[src/rtl/cpsw_pkg.sv]
`timescale 1ns/1ps
package cpsw_pkg;

    localparam int WORD_W    = 11;
    localparam int B_CORE_A  = 0;
    localparam int B_CORE_B  = 1;
    localparam int B_PROG_LO = 2;
    localparam int B_PROG_HI = 3;
    localparam int B_RUN     = 8;
    localparam int B_CORE_HV = 9;

    typedef logic [WORD_W-1:0] word_t;

    // Word that grounds both rails: run bit set, all selection codes zero.
    localparam word_t GROUND_WORD = word_t'(1) << B_RUN;

    typedef enum logic [2:0] {
        CORE_OFF = 3'b000,
        CORE_V33 = 3'b001,
        CORE_V5  = 3'b010,
        CORE_GND = 3'b100
    } core_sel_e;

    typedef enum logic [3:0] {
        PROG_OFF = 4'b0000,
        PROG_V33 = 4'b0001,
        PROG_V5  = 4'b0010,
        PROG_V12 = 4'b0100,
        PROG_GND = 4'b1000
    } prog_sel_e;

    typedef struct packed {
        core_sel_e core;
        prog_sel_e prog;
    } sel_t;

    function automatic core_sel_e decode_core(input logic a, input logic b, input logic hv);
        core_sel_e r;
        if (!a && b)      r = hv ? CORE_V5 : CORE_V33;
        else if (a == b)  r = CORE_GND;
        else              r = CORE_OFF;
        return r;
    endfunction

    function automatic prog_sel_e decode_prog(input logic [1:0] code);
        prog_sel_e r;
        case (code)
            2'b00:   r = PROG_GND;
            2'b01:   r = PROG_V33;
            2'b10:   r = PROG_V5;
            default: r = PROG_V12;
        endcase
        return r;
    endfunction

endpackage

[src/rtl/cpsw_sync.sv]
`timescale 1ns/1ps
module cpsw_sync #(
    parameter int WIDTH  = 3,
    parameter int STAGES = 2
) (
    input  logic             clk,
    input  logic             rst,
    input  logic [WIDTH-1:0] din,
    output logic [WIDTH-1:0] dout
);
    logic [WIDTH-1:0] stg [STAGES];

    always_ff @(posedge clk) begin
        if (rst) begin
            for (int i = 0; i < STAGES; i++) stg[i] <= '0;
        end else begin
            stg[0] <= din;
            for (int i = 1; i < STAGES; i++) stg[i] <= stg[i-1];
        end
    end

    assign dout = stg[STAGES-1];
endmodule

[src/rtl/cpsw_serial_rx.sv]
`timescale 1ns/1ps
module cpsw_serial_rx
    import cpsw_pkg::*;
#(
    parameter int SYNC_STAGES = 2
) (
    input  logic  clk,
    input  logic  rst,
    input  logic  ser_clk,
    input  logic  ser_data,
    input  logic  ser_latch,
    input  logic  hold,
    output word_t word_q
);
    logic [2:0] raw, syn;
    logic       prev_clk, prev_latch;
    logic       clk_rise, latch_rise;
    word_t      shift_q;

    assign raw = {ser_latch, ser_clk, ser_data};

    cpsw_sync #(.WIDTH(3), .STAGES(SYNC_STAGES)) u_sync (
        .clk  (clk),
        .rst  (rst),
        .din  (raw),
        .dout (syn)
    );

    always_ff @(posedge clk) begin
        if (rst) begin
            prev_clk   <= 1'b0;
            prev_latch <= 1'b0;
        end else begin
            prev_clk   <= syn[1];
            prev_latch <= syn[2];
        end
    end

    assign clk_rise   = syn[1] & ~prev_clk;
    assign latch_rise = syn[2] & ~prev_latch;

    // First bit shifted ends up in the top position.
    always_ff @(posedge clk) begin
        if (rst)           shift_q <= '0;
        else if (clk_rise) shift_q <= {shift_q[WORD_W-2:0], syn[0]};
    end

    // Card reset or power-on condition pins the register to the grounded word.
    always_ff @(posedge clk) begin
        if (rst || hold)     word_q <= GROUND_WORD;
        else if (latch_rise) word_q <= shift_q;
    end
endmodule

[src/rtl/cpsw_arbiter.sv]
`timescale 1ns/1ps
module cpsw_arbiter
    import cpsw_pkg::*;
(
    input  word_t word_q,
    input  logic  uvlo,
    input  logic  hold,
    input  logic  shdn_n,
    input  logic  ot,
    output sel_t  tgt
);
    logic open_all;
    core_sel_e core_d;
    prog_sel_e prog_d;

    assign open_all = !shdn_n || !word_q[B_RUN];
    assign core_d   = decode_core(word_q[B_CORE_A], word_q[B_CORE_B], word_q[B_CORE_HV]);
    assign prog_d   = decode_prog(word_q[B_PROG_HI:B_PROG_LO]);

    always_comb begin
        tgt.core = CORE_OFF;
        tgt.prog = PROG_OFF;
        if (!uvlo) begin
            if (hold) begin
                tgt.core = CORE_GND;
                tgt.prog = PROG_GND;
            end else if (!open_all) begin
                tgt.core = core_d;
                tgt.prog = prog_d;
                if (ot) begin
                    if (core_d != CORE_GND) tgt.core = CORE_OFF;
                    if (prog_d != PROG_GND) tgt.prog = PROG_OFF;
                end
            end
        end
    end
endmodule

[src/rtl/cpsw_bbm.sv]
`timescale 1ns/1ps
module cpsw_bbm #(
    parameter int W        = 3,
    parameter int DEAD_CYC = 4
) (
    input  logic         clk,
    input  logic         rst,
    input  logic [W-1:0] tgt,
    output logic [W-1:0] out_en
);
    localparam int CW = $clog2(DEAD_CYC + 2);
    localparam logic [CW-1:0] DEAD = CW'(DEAD_CYC);

    logic [W-1:0]  cur;
    logic [CW-1:0] cnt;

    always_ff @(posedge clk) begin
        if (rst) begin
            cur <= '0;
            cnt <= '0;
        end else if (cur != tgt) begin
            if (cur != '0) begin
                cur <= '0;
                cnt <= DEAD;
            end else if (cnt == '0) begin
                cur <= tgt;
            end else begin
                cnt <= cnt - 1'b1;
            end
        end else if (cnt != '0) begin
            cnt <= cnt - 1'b1;
        end
    end

    // A switch that no longer matches the target opens without waiting for a clock.
    assign out_en = cur & tgt;

    // Checker state: consecutive all-open samples and last closed switch.
    logic [CW-1:0] gap;
    logic [W-1:0]  last_on;

    always_ff @(posedge clk) begin
        if (rst) begin
            gap     <= DEAD;
            last_on <= '0;
        end else if (out_en != '0) begin
            gap     <= '0;
            last_on <= out_en;
        end else if (gap < DEAD) begin
            gap <= gap + 1'b1;
        end
    end

    p_one_switch_r11: assert property (@(posedge clk) disable iff (rst)
        $onehot0(out_en));

    p_no_direct_swap_r11: assert property (@(posedge clk) disable iff (rst)
        ((out_en != '0) && ($past(out_en) != '0)) |-> (out_en == $past(out_en)));

    p_dead_time_r11: assert property (@(posedge clk) disable iff (rst)
        ((out_en != '0) && ($past(out_en) == '0) && (out_en != last_on)) |-> (gap >= DEAD));
endmodule

[src/rtl/card_pwr_ctrl.sv]
`timescale 1ns/1ps
module card_pwr_ctrl
    import cpsw_pkg::*;
#(
    parameter int DEAD_CYC    = 4,
    parameter int NUM_OC      = 2,
    parameter int SYNC_STAGES = 2
) (
    input  logic              clk,
    input  logic              rst,
    input  logic              ser_clk,
    input  logic              ser_data,
    input  logic              ser_latch,
    input  logic              card_rst_n,
    input  logic              shdn_n,
    input  logic              por_flag,
    input  logic              uvlo_flag,
    input  logic              ot_flag,
    input  logic [NUM_OC-1:0] oc_flags,
    output logic [2:0]        core_en,
    output logic [3:0]        prog_en,
    output logic              fault_n
);
    logic  hold;
    word_t word_q;
    sel_t  tgt;

    assign hold = por_flag || !card_rst_n;

    cpsw_serial_rx #(.SYNC_STAGES(SYNC_STAGES)) u_rx (
        .clk       (clk),
        .rst       (rst),
        .ser_clk   (ser_clk),
        .ser_data  (ser_data),
        .ser_latch (ser_latch),
        .hold      (hold),
        .word_q    (word_q)
    );

    cpsw_arbiter u_arb (
        .word_q (word_q),
        .uvlo   (uvlo_flag),
        .hold   (hold),
        .shdn_n (shdn_n),
        .ot     (ot_flag),
        .tgt    (tgt)
    );

    cpsw_bbm #(.W(3), .DEAD_CYC(DEAD_CYC)) u_bbm_core (
        .clk    (clk),
        .rst    (rst),
        .tgt    (tgt.core),
        .out_en (core_en)
    );

    cpsw_bbm #(.W(4), .DEAD_CYC(DEAD_CYC)) u_bbm_prog (
        .clk    (clk),
        .rst    (rst),
        .tgt    (tgt.prog),
        .out_en (prog_en)
    );

    assign fault_n = !(ot_flag || (|oc_flags));

    p_uvlo_open_r8: assert property (@(posedge clk) disable iff (rst)
        uvlo_flag |-> (core_en == '0 && prog_en == '0));

    p_reset_ground_only_r6: assert property (@(posedge clk) disable iff (rst)
        (!card_rst_n || por_flag) |-> (core_en[1:0] == '0 && prog_en[2:0] == '0));

    p_shutdown_open_r5: assert property (@(posedge clk) disable iff (rst)
        (!shdn_n && card_rst_n && !por_flag) |-> (core_en == '0 && prog_en == '0));

    p_overtemp_supply_open_r9: assert property (@(posedge clk) disable iff (rst)
        ot_flag |-> (core_en[1:0] == '0 && prog_en[2:0] == '0));
endmodule

[config.mk]
export PLATFORM = sky130hd
export DESIGN_NAME = card_pwr_ctrl
export DESIGN_NICKNAME = d
export VERILOG_FILES = /design/src/rtl/cpsw_pkg.sv /design/src/rtl/cpsw_sync.sv /design/src/rtl/cpsw_serial_rx.sv /design/src/rtl/cpsw_arbiter.sv /design/src/rtl/cpsw_bbm.sv /design/src/rtl/card_pwr_ctrl.sv
export SDC_FILE = /design/constraint.sdc
export NUM_CORES = 1
export LEC_CHECK = 0
export ABC_AREA = 1
export BUFFER_PORTS_ARGS = -buffer_cell sky130_fd_sc_hd__buf_2
export CAP_MARGIN = 10
export CORE_MARGIN = 2
export CORE_UTILIZATION = 35
export DETAILED_ROUTE_END_ITERATION = 10
export GPL_TIMING_DRIVEN = 1
export SYNTH_ARGS = -nofsm -noshare
export SYNTH_HDL_FRONTEND = slang
export SYNTH_HIERARCHICAL = 1
export SYNTH_SLANG_ARGS = --single-unit
[constraint.sdc]
create_clock -name clk -period 1.6 [get_ports clk]
set_input_delay 0 -clock clk [delete_from_list [all_inputs] [get_ports clk]]
set_output_delay 0 -clock clk [all_outputs]
set_load 0.1 [all_outputs]
# Word-level counts from Yosys, hierarchy flattened
# Memories as Yosys holds them, arrays and structs flattened.
# Cells that the tools add are included.
[classes]
reduce_logical = 26
n_eq_ne = 9
n_mux = 27
add_sub_neg = 2
bitwise = 8
[op_table]
columns = ["op", "count"]
rows = [
  ["3-bit 2-to-1 mux", 15],
  ["7-bit 2-to-1 mux", 4],
  ["4-bit 2-to-1 mux", 3],
  ["4-bit one-hot mux with 3 select lines", 1],
  ["3-bit inequality test (second input constant)", 3],
  ["3-bit nonzero test", 3],
  ["2-bit AND reduction", 4],
  ["2-bit nonzero test", 4],
  ["3-bit logical NOT", 2],
  ["3-bit by 1-bit subtractor with 3-bit output (second input constant)", 2],
  ["1-bit logical NOT", 5],
  ["4-bit AND", 1],
  ["1-bit logical OR", 4],
  ["4-bit inequality test", 1],
  ["4-bit inequality test (second input constant)", 1],
  ["4-bit nonzero test", 1],
  ["3-bit AND", 1],
  ["1-bit 2-to-1 mux", 3],
  ["3-bit inequality test", 1],
  ["1-bit AND", 2],
  ["2-bit by 1-bit equality test with 1-bit output (second input constant)", 1],
  ["2-bit equality test (second input constant)", 1],
  ["2-bit logical NOT", 1],
  ["2-bit 2-to-1 mux", 1],
  ["5 further kinds", 7],
]
[word_totals]
ram_bits = 6
output_inout_bits = 8
in_bits = 12
n_memories = 1
regBits = 35
wordCells = 81
[mem_list]
columns = ["name", "words", "width", "rd", "rd_ports_with_merged_regs", "wr", "line_no", "source"]
rows = [
  ["u_rx.u_sync.stg", 2, 3, 2, 0, 2, "cpsw_sync.sv:11", "logic [WIDTH-1:0] stg [STAGES];"],
]

# Longest topological paths before layout
[depth]
word_depth = 12
depth_mapped = 13
ltp_nobuf = 13

# Cells and area by module
# Netlist, hierarchy kept.
[modules_own_cells]
columns = ["mod", "cells_each", "instances", "area_per_inst_um2"]
rows = [
  ["cpsw_serial_rx", 140, 1, 1072.3],
  ["cpsw_bbm (u_bbm_prog)", 56, 1, 442.9],
  ["cpsw_bbm (u_bbm_core)", 50, 1, 370.4],
  ["cpsw_sync", 21, 1, 187.7],
  ["cpsw_arbiter", 28, 1, 127.6],
  ["card_pwr_ctrl", 6, 1, 25.0],
]

# Worst setup path before layout
# No wires, ideal clock.
[synth_path]
path_kind = "flip-flop to output port"
startpoint = "register u_rx.word_q[0]"
endpoint = "output port core_en[2]"
path_stages_with_launch = 8
arrival_time_ns = 1.688
setup_slack_ns = -0.088
required_time_ns = 1.600
cell_sequence = "dfxtp_1 > inv_1 > ha_1 > nand3_1 > nor2_1 > nor2_1 > nor2_1 > ha_1"
[synth_lines]
columns = ["item", "line_no", "source"]
rows = [
  ["start: declaration", "cpsw_serial_rx.sv:13", "output word_t word_q"],
  ["start signal: assignment", "cpsw_serial_rx.sv:51", "else if (latch_rise) word_q <= shift_q;"],
  ["end: declaration", "card_pwr_ctrl.sv:20", "output logic [2:0] core_en,"],
]

==> results by group <==
Clock network
  • Clock slew at reported path FFs: 0.07 ns
  • Clk sinks: 37
  • Worst skew pair latency: 0.29 ns
  • CTS tree: yes
  • Root buf cell: clkbuf_8
  • Clock H-tree levels: 2
  • CTS buffer count: 5
  • Max clock buf depth: 2

Power and ir drop
  • IR drop worst, VDD: 0.000465 V
  • Total power: 0.00274 W
  • Pwr dens: 1100 mW/mm²
  • Sw Share: 32.0%
  • Clock share of power: 30.1%
  • Comb pwr share: 30.9%
  • P_int: 0.00186 W
  • Reg power frac: 38.9%
  • NetSw: 0.000875 W
  • P_leak: 1.09 nW

Timing
  • Part of the cycle the worst path needs: 111%
  • Slew @ Worst Pin: 0.482 ns
  • Final Setup Violations: 8
  • Setup ws final: -0.172 ns
  • Slew headroom: 68.1%
  • Final min period: 1.77 ns
  • Max Freq: 0.564 GHz
  • Final Max Tran Viols: 0
  • Final Hold Viols: 0
  • Hold Worst Slack: 0.136 ns
  • Clock Skew: 0.00642 ns
  • Unrepaired setup endpoints after global routing: yes

Global route
  • Gr ovfl total: 0
  • Largest net degree at the start of global routing: 22
  • Tot GR Track Use: 12.4%
  • Number of global-route vias before repair: 1,549
  • Initial antenna violation count: 0
  • First-pass GRT wire length: 6.22 mm

Routing
  • Drt total wl: 3.64 mm
  • Vias post-DR: 1,630
  • First DRT Iteration DRCs: 25
  • Per-cell routed wire length: 9.71 µm
  • TritonRoute pass-1 iters: 5
  • Vias per std cell: 4.35
  • Antenna Nets Post-Route: 0
  • Drt drc: 0

Die
  • I/O pin total: 20
  • Starting Density: 36.1%
  • Die Wd: 79.1 µm
  • Die ar.: 0.00626 mm²
  • Site Rows: 27
  • Die height: 79.1 µm
  • Core area: 0.00547 mm²

Synthesis
  • Syn nets: 294
  • Post-synth design cell area: 0.00197 mm²
  • Yosys warning total: 6
  • Synthesized area per cell: 7.31 µm²
  • Syn Inst Count: 270

Place
  • RD Place Congestion: 0.863
  • HPWL Detailed: 2.61 mm
  • Instance area at placement: 0.00225 mm²
  • Pre-CTS setup slack: -0.222 ns
  • I/O Buffers: 19

Critical path
  • Worst Path Required: 1.82 ns
  • Setup crit end kind: register
  • Worst-path maximum fanout: 5
  • Critical Path AT: 1.99 ns
  • Crit start category: register
  • Critical path class: register to register
  • Worst R2R Start: u_rx/word_q[0]
  • CP startpoint: u_rx/word_q[0]

Cells and area
  • N_diodes: 0
  • Final core utilization: 45.5%
  • Layout overhead on the synthesized area: 26.1%
  • Layout cells sized above 1: 32.3%
  • Final Instance Area: 0.00249 mm²
  • Fin nets: 326

Worst hold path
  • Hold_sp: rst
  • HP Class: input port to register

Outcome
  • Status: complete, but fails checks
  • Failing checks: negative setup slack

Run
  • Max-Cap Viols: 0
## final timing paths
| path | slack [ns] | cells after the start | endpoint |
|---|---|---|---|
| worst max-delay path | -0.17 | 12 | u_bbm_core/cnt[0] |
| worst min-delay path | 0.14 | 2 | u_rx/u_sync/stg[0][3] |
| worst max register to register | -0.17 | 12 | u_bbm_core/cnt[0] |
| worst min register to register | 0.40 | 2 | u_rx/u_sync/stg[0][3] |
## metal layers
metal  routed length, µm  track usage (%)  part of all wire [%]  up-vias
met5                   0                0                     0        -
met2                1670             21.4                    46       35
met4                  68             6.38                   1.9        0
met3                 199             3.75                   5.5        6
li1                    -                -                     -      882
met1                1710             13.6                    47      707
## through the flow
step                      TNS (ns)  instances
after floorplan             -0.188        270
after global placement       -1.36        359
after global routing         -2.67        375
final                        -1.02        375
after detailed placement     -1.72        359
after CTS                    -1.04        375
## registers in the layout, indices dropped and copies added (netlist names)
register         flops
u_rx/word_q          6
u_rx/shift_q        10
u_bbm_prog/cnt       3
u_rx/prev_clk        1
u_rx/prev_latch      1
u_bbm_core/cur       3
u_bbm_prog/cur       4
u_bbm_core/cnt       3
u_rx/u_sync/stg      6
## power groups by stage
stage	clock network (W)	registers, W	logic, W
floorplan	0	0.00108	0.000663
global placement	0	0.00108	0.000789
detailed placement	0	0.00109	0.000804
CTS	0.000856	0.00106	0.000852
global route	0.000891	0.00108	0.000954
finish	0.000825	0.00106	0.000846
## worst max-delay path, cell delays in order (launching register included)
cell	delay, ns
dfxtp_2	0.34
inv_2	0.05
ha_4	0.25
nand3_2	0.04
nor2_1	0.09
nor2_1	0.05
nor2_1	0.15
ha_2	0.31
nor2_2	0.09
nand2_2	0.10
nand2_2	0.08
nand2_2	0.06
nor3_2	0.09
## cell type report
type / count / area (µm²)
Fill cell: 558 / 2980
Multi-Input combinational cell: 174 / 1030
Sequential cell: 37 / 743
Timing Repair Buffer: 35 / 328
Inverter: 49 / 184
Tap cell: 72 / 90.1
Clock buffer: 7 / 86.3
Clock inverter: 1 / 30.0
## layout by cell type (no fill, tap or decap), types with 7 or more instances in the layout
master and n:
nor2_1 43, buf_12 7, a21oi_1 8, buf_4 13, nand3_1 21, ha_1 8, inv_2 9, nand2_1 33
inv_1 40, buf_2 12, nor2_2 22, nand3_2 7, dfxtp_1 35
## what timing repair did
item | 4_1_cts | 5_1_grt
gates resized for setup | 12 | 8
endpoints found under the hold margin | 3 | 0
buffers inserted | 5 | 0
pin swaps | 5 | 4
hold buffers | 3 | 0
endpoints found under the setup margin | 14 | 16
(Power assumes the default switching activity.)
